`config.mk`:
```
export PLATFORM = sky130hd
export DESIGN_NAME = loopcache_ctl
export DESIGN_NICKNAME = d
export VERILOG_FILES = /design/src/rtl/lc_pkg.sv /design/src/rtl/lc_count_reg.sv /design/src/rtl/lc_block_store.sv /design/src/rtl/lc_seq.sv /design/src/rtl/loopcache_ctl.sv
export SDC_FILE = /design/constraint.sdc
export NUM_CORES = 1
export LEC_CHECK = 0
export CORE_ASPECT_RATIO = 1.5
export CORE_MARGIN = 2
export CORE_UTILIZATION = 47
export CTS_BUF_LIST = sky130_fd_sc_hd__clkbuf_4
export DETAILED_ROUTE_END_ITERATION = 6
export GPL_TIMING_DRIVEN = 0
export PLACE_DENSITY = 0.75
export SETUP_SLACK_MARGIN = 0.02
export SYNTH_ARGS = -nofsm -noshare
export SYNTH_HDL_FRONTEND = slang
export SYNTH_SLANG_ARGS = --single-unit
```
`constraint.sdc`:
```
create_clock -name clk -period 3.3 [get_ports clk]
set_input_delay 0.66 -clock clk [delete_from_list [all_inputs] [get_ports clk]]
set_output_delay 0.66 -clock clk [all_outputs]
set_load 0.005 [all_outputs]
```
`src/rtl/lc_pkg.sv`:
```
package lc_pkg;
  localparam int CNT_W = 7;
  typedef logic [CNT_W-1:0] cnt_t;

  typedef enum logic [2:0] {
    ST_IDLE,
    ST_FILL,
    ST_RWAIT,
    ST_PLAY,
    ST_STALL
  } lc_state_e;

  // Number of passes a command runs: an immediate field wins, otherwise the
  // register; an empty register still yields one pass.
  function automatic cnt_t pass_total(input cnt_t k_field, input cnt_t reg_val);
    if (k_field != '0) return k_field;
    if (reg_val != '0) return reg_val;
    return cnt_t'(1);
  endfunction

  // A pass ends with an extra stall cycle when it is the fetch pass or the last.
  function automatic logic stall_due(input logic first_pass, input logic last_pass);
    return first_pass | last_pass;
  endfunction
endpackage

```
`src/rtl/lc_count_reg.sv`:
```
module lc_count_reg
  import lc_pkg::*;
(
  input  logic clk,
  input  logic rst_n,
  input  logic wr_en,
  input  cnt_t wr_data,
  input  logic clr,
  input  cnt_t k_field,
  output cnt_t count_q,
  output cnt_t passes,
  output logic reg_sel
);
  cnt_t cnt_r;

  always_ff @(posedge clk or negedge rst_n) begin
    if (!rst_n)     cnt_r <= '0;
    else if (clr)   cnt_r <= '0;
    else if (wr_en) cnt_r <= wr_data;
  end

  assign count_q = cnt_r;
  assign passes  = pass_total(k_field, cnt_r);
  assign reg_sel = (k_field == '0);
endmodule

```
`src/rtl/lc_block_store.sv`:
```
module lc_block_store #(
  parameter int DW    = 16,
  parameter int DEPTH = 15,
  parameter int AW    = 4
) (
  input  logic          clk,
  input  logic          wr_en,
  input  logic [AW-1:0] wr_idx,
  input  logic [DW-1:0] wr_data,
  input  logic [AW-1:0] rd_idx,
  output logic [DW-1:0] rd_data
);
  logic [DW-1:0] mem [DEPTH];

  always_ff @(posedge clk) begin
    for (int e = 0; e < DEPTH; e++) begin
      if (wr_en && (wr_idx == AW'(e))) mem[e] <= wr_data;
    end
  end

  assign rd_data = mem[rd_idx];
endmodule

```
`src/rtl/lc_seq.sv`:
```
module lc_seq
  import lc_pkg::*;
#(
  parameter int NIW = 4
) (
  input  logic           clk,
  input  logic           rst_n,
  input  logic           cmd_fire,
  input  logic           cmd_redo,
  input  logic [NIW-1:0] ni_field,
  input  cnt_t           passes_in,
  input  logic           reg_sel,
  input  logic           fetch_bad,
  output logic           fill_active,
  output logic           play_active,
  output logic           stall_active,
  output logic           busy,
  output logic [NIW-1:0] idx,
  output logic           pass_end,
  output logic           loop_done,
  output logic           reg_src,
  output logic           buf_full,
  output logic           err_redo,
  output logic           err_tag
);
  lc_state_e      st;
  logic [NIW-1:0] idx_r, ni_r, held_ni;
  cnt_t           left;
  logic           first_r, fin_r, reg_src_r, full_r, e_redo, e_tag;
  logic [NIW-1:0] ni_eff;
  logic           last_pass, stall_now;

  assign ni_eff       = (ni_field == '0) ? NIW'(1) : ni_field;
  assign fill_active  = (st == ST_FILL);
  assign play_active  = (st == ST_PLAY);
  assign stall_active = (st == ST_STALL);
  assign busy         = (st != ST_IDLE);
  assign pass_end     = (fill_active || play_active) && (idx_r == NIW'(ni_r - NIW'(1)));
  assign last_pass    = (left == cnt_t'(1));
  assign stall_now    = stall_due(first_r, last_pass);
  assign loop_done    = stall_active && fin_r;

  always_ff @(posedge clk or negedge rst_n) begin
    if (!rst_n) begin
      st        <= ST_IDLE;
      idx_r     <= '0;
      ni_r      <= NIW'(1);
      held_ni   <= NIW'(1);
      left      <= '0;
      first_r   <= 1'b0;
      fin_r     <= 1'b0;
      reg_src_r <= 1'b0;
      full_r    <= 1'b0;
      e_redo    <= 1'b0;
      e_tag     <= 1'b0;
    end else begin
      e_redo <= 1'b0;
      e_tag  <= 1'b0;
      unique case (st)
        ST_IDLE: begin
          if (cmd_fire) begin
            if (!cmd_redo) begin
              st        <= ST_FILL;
              idx_r     <= '0;
              ni_r      <= ni_eff;
              left      <= passes_in;
              first_r   <= 1'b1;
              reg_src_r <= reg_sel;
              full_r    <= 1'b0;
            end else if (full_r) begin
              st        <= ST_RWAIT;
              idx_r     <= '0;
              ni_r      <= held_ni;
              left      <= passes_in;
              first_r   <= 1'b0;
              reg_src_r <= reg_sel;
            end else begin
              e_redo <= 1'b1;
            end
          end
        end
        ST_FILL, ST_PLAY: begin
          if (st == ST_FILL) begin
            e_tag <= fetch_bad;
            if (pass_end) begin
              full_r  <= 1'b1;
              held_ni <= ni_r;
            end
          end
          if (pass_end) begin
            first_r <= 1'b0;
            left    <= left - cnt_t'(1);
            idx_r   <= '0;
            fin_r   <= last_pass;
            st      <= stall_now ? ST_STALL : ST_PLAY;
          end else begin
            idx_r <= idx_r + NIW'(1);
          end
        end
        ST_RWAIT: st <= ST_PLAY;
        ST_STALL: st <= fin_r ? ST_IDLE : ST_PLAY;
        default:  st <= ST_IDLE;
      endcase
    end
  end

  assign idx      = idx_r;
  assign reg_src  = reg_src_r;
  assign buf_full = full_r;
  assign err_redo = e_redo;
  assign err_tag  = e_tag;
endmodule

```
`src/rtl/loopcache_ctl.sv`:
```
module loopcache_ctl
  import lc_pkg::*;
#(
  parameter int DW    = 16,
  parameter int DEPTH = 15
) (
  input  logic                        clk,
  input  logic                        rst_n,
  input  logic                        cmd_valid,
  output logic                        cmd_ready,
  input  logic                        cmd_redo,
  input  logic [CNT_W-1:0]            cmd_k,
  input  logic [$clog2(DEPTH+1)-1:0]  cmd_ni,
  input  logic                        cnt_we,
  input  logic [CNT_W-1:0]            cnt_wdata,
  output logic [CNT_W-1:0]            cnt_q,
  output logic                        fetch_req,
  input  logic [DW-1:0]               fetch_data,
  input  logic                        fetch_bad,
  output logic                        ins_valid,
  output logic [DW-1:0]               ins_data,
  output logic                        ins_stall,
  output logic                        busy,
  output logic                        err_redo,
  output logic                        err_tag
);
  localparam int NIW = $clog2(DEPTH + 1);

  logic           cmd_fire, fill_active, play_active, stall_active;
  logic           pass_end, loop_done, reg_src, buf_full, reg_sel;
  logic [NIW-1:0] idx;
  logic [DW-1:0]  rd_data;
  cnt_t           passes;

  assign cmd_ready = !busy;
  assign cmd_fire  = cmd_valid && cmd_ready;

  lc_count_reg u_cnt (
    .clk     (clk),
    .rst_n   (rst_n),
    .wr_en   (cnt_we),
    .wr_data (cnt_wdata),
    .clr     (loop_done && reg_src),
    .k_field (cmd_k),
    .count_q (cnt_q),
    .passes  (passes),
    .reg_sel (reg_sel)
  );

  lc_seq #(.NIW(NIW)) u_seq (
    .clk          (clk),
    .rst_n        (rst_n),
    .cmd_fire     (cmd_fire),
    .cmd_redo     (cmd_redo),
    .ni_field     (cmd_ni),
    .passes_in    (passes),
    .reg_sel      (reg_sel),
    .fetch_bad    (fetch_bad),
    .fill_active  (fill_active),
    .play_active  (play_active),
    .stall_active (stall_active),
    .busy         (busy),
    .idx          (idx),
    .pass_end     (pass_end),
    .loop_done    (loop_done),
    .reg_src      (reg_src),
    .buf_full     (buf_full),
    .err_redo     (err_redo),
    .err_tag      (err_tag)
  );

  lc_block_store #(.DW(DW), .DEPTH(DEPTH), .AW(NIW)) u_store (
    .clk     (clk),
    .wr_en   (fill_active),
    .wr_idx  (idx),
    .wr_data (fetch_data),
    .rd_idx  (idx),
    .rd_data (rd_data)
  );

  assign fetch_req = fill_active;
  assign ins_valid = fill_active || play_active;
  assign ins_data  = fill_active ? fetch_data : rd_data;
  assign ins_stall = stall_active;
endmodule

```
======== Word level (Yosys, flattened, before mapping) ========
Memories as Yosys holds them, arrays and structs flattened.
Cells that the tools add are included.
Widths: inputs -> output; s select.
storage, ports and cells
  register bits ........................... 35
  bits in latches ......................... 0
  RAM bits ................................ 240
  memory bits (read-only) ................. 0
  bits of input ports ..................... 40
  output and inout bits ................... 30
  logic and storage cells ................. 215
  memories ................................ 1
memory list
  name         words  bits a word  read ports  clocked after Yosys merged registers in  write ports  RTL line              source
  u_store.mem  15     16           1           0                                        1            lc_block_store.sv:13  logic [DW-1:0] mem [DEPTH];
cells by class
  add/subtract/negate cells ............... 3
  $mul .................................... 0
  div/mod/pow operators ................... 0
  magnitude comparators ................... 0
  equality and inequality tests ........... 26
  shift operators ......................... 0
  muxes and demuxes ....................... 120
  bitwise operators ....................... 1
  reduce and logical (&&, ||, !) cells .... 52
operators with widths
  kind                 number
  $mux 16              15
  $reduce_or 16->1     14
  $mux 4               21
  $mux 7               10
  $mux 1               63
  $eq 4x4->1 const B   7
  $logic_and 1x1->1    19
  $eq 4x3->1 const B   4
  $mux 3               5
  $pmux 7 s2           1
  $reduce_bool 7->1    2
  $pmux 3 s4           1
  $reduce_and 3->1     4
  $eq 4x2->1 const B   2
  $logic_not 4->1      2
  $ne 2x2->1 const B   4
  $pmux 4 s2           1
  $eq 7x1->1 const B   1
  $logic_not 7->1      1
  $sub 7x1->7 const B  1
  $eq 3x2->1 const B   2
  $reduce_and 5->1     1
  $add 4x1->4 const B  1
  $eq 4x1->1 const B   1
  17 further kinds     19

======== Depth between registers and ports, before layout ========
Gate-level depths: netlist of the first run.
  depth after elaboration ................. 19
  mapped depth ............................ 8
  mapped depth without buffers ............ 7

======== By module ========
Synthesis of the first run repeated with hierarchy kept, for this count alone.
second synthesis, totals
  cells, all modules ...................... 638
  area, all modules ....................... 11552.3 um^2
modules (own cells, without submodules)
  module          times used  cells an instance  area an instance (um^2)  seq. area each (um^2)
  lc_block_store  1           418                9272.6                   7206.9
  lc_seq          1           160                1617.8                   703.2
  lc_count_reg    1           38                 394.1                    175.2
  loopcache_ctl   1           22                 267.8                    0.0

======== Least setup slack after synthesis of the first run ========
Ideal clock, no wire load.
  path type ............................... register to output
  start point ............................. reg u_seq.idx_r[1] (netlist: u_seq.idx[1])
  end point ............................... out ins_data[15]
  arrival ................................. 1908 ps
  required time ........................... 2640 ps
  setup slack ............................. 732 ps
  cell stages (with the launch flop) ...... 7
  buffers on the path ..................... 2
  cell sequence ........................... dfrtp_1 -> buf_2 -> clkbuf_1 -> mux4_2 -> mux2_2 -> a222oi_1 -> a21oi_1
on the way
  longest elaborated chain between the ends .. 2
ends and longest elaborated chain
  item                      RTL line             source
  start: declaration        lc_seq.sv:27         logic [NIW-1:0] idx_r, ni_r, held_ni;
  start signal: assignment  lc_seq.sv:97         idx_r <= idx_r + NIW'(1);
  $mem_v2 15x16             -
  $mux 16                   loopcache_ctl.sv:83  assign ins_data = fill_active ? fetch_data : rd_data;
  end: declaration          loopcache_ctl.sv:21  output logic [DW-1:0] ins_data,
Every way passes these cells.

======== Final worst setup path of the first run ========
  start point ............................. reg u_seq.idx_r[0] (netlist: u_seq.idx[0])
  end point ............................... out ins_data[8]
The elaborated chain is that of the path after synthesis.

==> impl_metrics.ini, run 1 <==
[run_status]
outcome = finished, violations left
violations = setup timing

[worst_setup_path]
path_delay_family = multiplexers
startpoint = u_seq.idx[0]
r2r_slack_ps = 330
slowest_stage = mux4_2
critPathMostFrequentCell = buf_12
r2r_end = u_store.mem[4][15]
worstPathRequired_ps = 2640
critPathMaxFanout = 6
start_kind = flip-flop
crit_buf_inv = 4
crit_chain = buf_8 > buf_12 > buf_12 > mux4_2 > mux2_4 > a222oi_1 > a21oi_2 > buf_2
reg2reg_depth = 6
end_kind = output port
critPathMaxStageDelay_ps = 520
r2r-start = u_seq.st[2]
critical_path_class = flip-flop to output port
crit_arrival_ps = 3000

[cts]
worstSkewPairLatency_ps = 690
cts_buffers = 68
cts_hold_buffers = 0
clk_pin_slew_worst_paths_ps = 70
root_buffer = clkbuf_4
h-tree-depth = 3
cts_tree = yes
clkSinkCount = 275
cts_buffer_depth = 3

[timing]
setup_viol = 17
period_share_pct = 111
whs_ps = 55.6
rsz0062_at_grt = yes
fin_ws_ps = -359
tightest_slew_ps = 1170
finClkSkew_ps = 37.5
fmax_mhz = 273
drv_slew = 0
slew_headroom_pct = 21.9
final_hold_viol_count = 0
finalCriticalPeriod_ps = 3660

[synth]
ys_seq_area_share_pct = 71.0
synth.top_cells.by_area = edfxtp_1, dfrtp_1, mux4_1
synth.cell_area_mm2 = 0.0114
syn_area_per_cell_um2 = 17.6
synth_seq_cells = 275
syn-instance-count = 648
synth.net_count = 695
synthArstFlopShare_pct = 12.7
ys_warn_count = 0
synthFlopType = edfxtp_1
synth_cell_types = 55
synth-edff-count = 240
yosys.area.top_type = edfxtp_1
synth_top_area_share_pct = 63.3

[placed_design]
dpl_cell_area_mm2 = 0.0124
place_hpwl_um = 16300
place_congestion = 0.808
io_buffers = 67

[global_route]
overflow = 0
grt_pass1_vias = 6960
grt_pass1_wl_um = 40600
antenna_found_initial = 1
grtUsageTotal_pct = 21.8
grt_max_degree = 36

[pwr]
ir_worst_vdd_uv = 392
power_density_mw_per_mm2 = 809
leakage_nw = 4.80

[drt]
ant_nets = 0
vias = 6804
drt_iter0_markers = 723
drc = 0
vias_per_cell = 5.86
wirelength_um = 27300
drt-pass1-iter-count = 7
wl_per_cell_um = 23.5

[floorplanning]
ioPinCount = 70
die_x_um = 131
die_area_mm2 = 0.0255
fp-row-count = 69
die_y_um = 195
core_mm2 = 0.0237
initial_utilization_pct = 47.9

[final_layout]
drive_gt1_share_pct = 27.8
fin_area_mm2 = 0.0135
synthToLayoutAreaGrowth_pct = 18.9
nets = 848

[run]
cap_violations = 0

[hold_path]
hold_path_class = input pin to asynchronous set/reset pin
[worst max path at each step]
| stage | endpoint | slack (ps) | cells past startpoint |
|---|---|---|---|
| floorplan | ins_data[15] | 730 | 6 |
| global placement | ins_data[6] | -550 | 7 |
| detailed placement | ins_data[6] | -570 | 7 |
| CTS | ins_data[9] | -420 | 9 |
| global route | ins_data[8] | -440 | 8 |
| finish | ins_data[8] | -360 | 8 |
[what timing repair did]
| action | CTS | global route |
|---|---|---|
| buffers inserted | 12 | 4 |
| gates cloned | 2 | 0 |
| setup endpoints to repair | 18 | 17 |
| pin swaps | 32 | 9 |
| resized for setup | 129 | 11 |
| endpoints found under the hold margin | 0 | 0 |
[routing by layer]
| layer | vias up | GRT usage, % | share of wire [%] |
|---|---|---|---|
| met5 | - | 0 | 0 |
| met4 | 0 | 10.8 | 3.8 |
| met1 | 3381 | 26.0 | 35 |
| li1 | 2946 | - | - |
| met2 | 417 | 37.3 | 53 |
| met3 | 60 | 4.32 | 8.2 |
[cell usage in the layout (no fill, tap or decap), drive strengths merged, types with 2 or more instances in the layout]
cell / netlist / routed
mux2: 22 / 22
nor2: 36 / 36
xor2: 2 / 2
mux2i: 26 / 26
ha: 7 / 7
mux4: 48 / 48
nor2b: 2 / 2
nand3: 6 / 6
and3: 10 / 10
nand2b: 6 / 6
nand2: 28 / 28
o31ai: 3 / 3
clkinv: 1 / 10
or3: 5 / 5
bufinv: 0 / 4
nor3b: 2 / 2
inv: 11 / 11
edfxtp: 240 / 240
a211o: 2 / 2
a311oi: 2 / 2
a31oi: 3 / 3
o211ai: 2 / 2
buf: 15 / 48
o21ai: 30 / 30
dfstp: 2 / 2
nor3: 8 / 8
a21o: 2 / 2
and2: 9 / 9
nor4: 2 / 2
a222oi: 16 / 16
a21oi: 23 / 23
xnor2: 4 / 4
o311ai: 3 / 3
dfrtp: 33 / 33
clkbuf: 23 / 120
clkdlybuf4s50: 0 / 50
[cells by family (layout without fill, tap and decap cells)]
kind of cell | count (synthesis) | count (layout) | share of synthesized area [%]
adder cells (fa/ha/maj) | 7 | 7 | 0.770
other | 0 | 1 | 0
XOR/XNOR | 6 | 6 | 0.462
flip-flops | 275 | 275 | 71.0
multiplexers | 96 | 96 | 14.8
buffers and inverters | 50 | 244 | 2.13
AO/OA/AOI/OAI | 96 | 96 | 5.68
AND/OR/NAND/NOR | 118 | 118 | 5.12
[cell type report]
cell class | instances | area [µm²]
Antenna cell | 1 | 2.50
Buffer | 37 | 285
Clock buffer | 97 | 728
Clock inverter | 14 | 166
Fill cell | 1784 | 10200
Inverter | 12 | 46.3
Multi-Input combinational cell | 323 | 3020
Sequential cell | 275 | 8090
Tap cell | 319 | 399
Timing Repair Buffer | 84 | 798
[where the power goes]
part | switching (mW) | leakage [nW] | internal, mW
sequential | 0.119 | 2.58 | 3.94
clock | 1.29 | 0.520 | 1.66
combinational | 2.01 | 1.70 | 1.93
total | 3.42 | 4.80 | 7.52
[state kept, by name, indices dropped and copies added, names as in the netlist]
register and cells:
u_seq.ni_r 4, u_seq.err_redo 1, u_seq.err_tag 1, u_seq.first_r 1, u_seq.left 7, u_seq.buf_full 1
u_store.mem 240, u_seq.idx 4, u_seq.reg_src 1, u_cnt.count_q 7, u_seq.held_ni 4, u_seq.st 3
u_seq.fin_r 1
[stage by stage]
| stage | cells | utilization [%] | power, mW | TNS [ps] | worst slack, ps |
|---|---|---|---|---|---|
| after floorplan | 648 | - | 6.29 | 0 | 732 |
| after global placement | 1034 | 52.4 | 7.62 | -7220 | -551 |
| after detailed placement | 1034 | 52.4 | 7.68 | -7640 | -570 |
| after CTS | 1158 | 56.9 | 10.9 | -5590 | -423 |
| after global routing | 1162 | 57.0 | 11.4 | -6510 | -445 |
| final | 1162 | 57.0 | 10.9 | -4700 | -359 |
[worst reg2reg max path, cell delays in order, from the launching register on]
cell and delay, ps:
dfrtp_1 350, clkbuf_1 180, nor2_1 290, nand2_1 330, inv_1 310, and3_1 230, and2_1 870
[synth_stat cells, types with 3 or more instances]
cell and n:
edfxtp_1 240, nor2_1 36, dfrtp_1 33, nand2_1 28
o21ai_0 28, mux2i_1 26, mux4_1 25, a21oi_1 23
clkbuf_1 23, mux4_2 23, mux2_2 22, a222oi_1 16
inv_1 11, and3_1 10, and2_1 9, ha_1 7
nor3_1 7, buf_6 6, nand2b_1 6, nand3_1 6
buf_2 5, or3_1 4, xnor2_1 4, a31oi_1 3
buf_1 3, o311ai_0 3, o31ai_1 3
Note: power is estimated with default switching activity, not from simulation.
==> inputs of run 2 (changes only) <==
--- a/config.mk
+++ b/config.mk
@@ -9,8 +9,8 @@
 export CORE_MARGIN = 2
 export CORE_UTILIZATION = 47
 export CTS_BUF_LIST = sky130_fd_sc_hd__clkbuf_4
+export CTS_CLUSTER_DIAMETER = 50
 export DETAILED_ROUTE_END_ITERATION = 6
-export GPL_TIMING_DRIVEN = 0
 export PLACE_DENSITY = 0.75
 export SETUP_SLACK_MARGIN = 0.02
 export SYNTH_ARGS = -nofsm -noshare
==> impl_metrics.ini, run 2 (same netlist as run 1, synthesis figures left out) <==
[placed_design]
io_buffers = 69
place_congestion = 0.840
pre_cts_ws_ps = -13.4
place_hpwl_um = 16100

[cts]
cts_buffers = 69
cts_buffer_depth = 3
clk_pin_slew_worst_paths_ps = 70
cts_tree = yes
h-tree-depth = 3
root_buffer = clkbuf_4
worstSkewPairLatency_ps = 670
clkSinkCount = 275

[floorplanning]
fp-row-count = 69
die_area_mm2 = 0.0255
core_mm2 = 0.0237
initial_utilization_pct = 47.9
die_y_um = 195
ioPinCount = 70
die_x_um = 131

[worst_setup_path]
critPathMaxFanout = 5
start_kind = flip-flop
end_kind = output port
crit_arrival_ps = 2940
worstPathRequired_ps = 2640
r2r_slack_ps = 710
critical_path_class = flip-flop to output port

[drt]
drt-met1-wl_um = 9890
vias_per_cell = 5.74
ant_nets = 0
vias = 6871
routed-wl-met3_um = 2120
drc = 0
drt-pass1-iter-count = 5
drt_iter0_markers = 618
top_layer = met4
wirelength_um = 27000
wl_met2_um = 14000
wl_per_cell_um = 22.6

[pwr]
power.internal_mw = 7.47
total_power_mw = 10.8
ir_worst_vdd_uv = 481
seq_power_share_pct = 38.1
clockPowerShare_pct = 26.1
p_sw_share_pct = 30.5
leakage_nw = 4.99
p_sw_mw = 3.28
power_density_mw_per_mm2 = 776
combPwrFrac_pct = 35.7

[timing]
fmax_mhz = 278
tightest_slew_ps = 683
finClkSkew_ps = 45.0
drv_slew = 0
fin_ws_ps = -303
rsz0062_at_grt = yes
setup_tns_ps = -3340
period_share_pct = 109
setup_viol = 16
whs_ps = 345
slew_headroom_pct = 54.0
finalCriticalPeriod_ps = 3600
final_hold_viol_count = 0

[global_route]
antenna_found_initial = 1
overflow = 0
grt_max_degree = 32
grtUsageTotal_pct = 22.1
grt_pass1_vias = 7233
grt_pass1_wl_um = 41200

[final_layout]
drive_gt1_share_pct = 31.6
largest_reg_flops = 240
layout_common_cells = edfxtp_1, clkbuf_4, buf_4
regMostFlops = u_store.mem
synthToLayoutAreaGrowth_pct = 21.7
nets = 873
final_common_cell = edfxtp_1

[hold_path]
hold_path_class = input pin to asynchronous set/reset pin

[run]
cap_violations = 0

[run_status]
outcome = finished, violations left
violations = setup timing
-- run 2: cell count changes in the layout (fill, tap and decap cells not counted), sizes merged --
cell           delta
buf              +42
bufinv            -2
bufbuf            +1
inv               +1
clkinvlp          +1
clkdlybuf4s15     +1
clkdlybuf4s50     +3
clkinv           +11
clkbuf           -24
-- run 2: path summary, 6_finish.rpt --
path / startpoint / endpoint / depth (start not counted)
worst max-delay path: u_seq.idx[0] / ins_data[12] / 8
worst min-delay path: rst_n / u_seq.left[5] / 2
worst max register to register: u_seq.st[2] / u_store.mem[2][13] / 6
worst min register to register: u_seq.left[1] / u_seq.left[1] / 1
max in group asynchronous: rst_n / u_seq.held_ni[0] / 2
min in group clk: u_seq.left[1] / u_seq.left[1] / 1
-- run 2: through the flow --
step           instances  area (µm²)  util [%]
2_1_floorplan        648       11400         -
3_3_place_gp        1055       12800      53.9
3_5_place_dp        1055       12800      53.9
4_1_cts             1194       13900      58.3
5_1_grt             1196       13900      58.4
6_report            1196       13900      58.4
-- run 2: final cells by class --
class,instances,area (µm²)
clock buffer,96,721
timing repair buffer,145,1380
antenna,1,2.50
sequential,275,8090
clock inverter,25,159
fill,1756,9890
multi-input combinational,323,3050
tap,319,399
inverter,12,48.8
-- run 2: power by group through the flow --
stage          combinational, mW  clock, mW  sequential (mW)
2_1_floorplan               2.20          0             4.09
3_3_place_gp                3.36          0             4.18
3_5_place_dp                3.45          0             4.19
4_1_cts                     3.80       2.88             4.10
5_1_grt                     4.12       3.06             4.12
6_report                    3.84       2.81             4.10
-- run 2: worst max-delay path, cell delays in order, from the launching register on --
cell,delay (ps)
dfrtp_4,510
buf_6,140
buf_4,140
buf_16,130
mux4_2,440
mux2_4,280
a222oi_1,360
a21oi_2,130
buf_2,150
-- run 2: timing repair --
item | in CTS | in global routing
endpoints found under the setup margin | 17 | 17
pin swaps | 32 | 18
gates resized for setup | 104 | 14
hold buffers | 0 | 0
gates cloned | 2 | 0
setup buffers | 17 | 3
-- run 2: metal layers --
metal	track usage, %	vias up
met5	0	-
met4	10.5	0
met3	4.71	60
met2	36.8	365
met1	27.1	3430
li1	-	3016
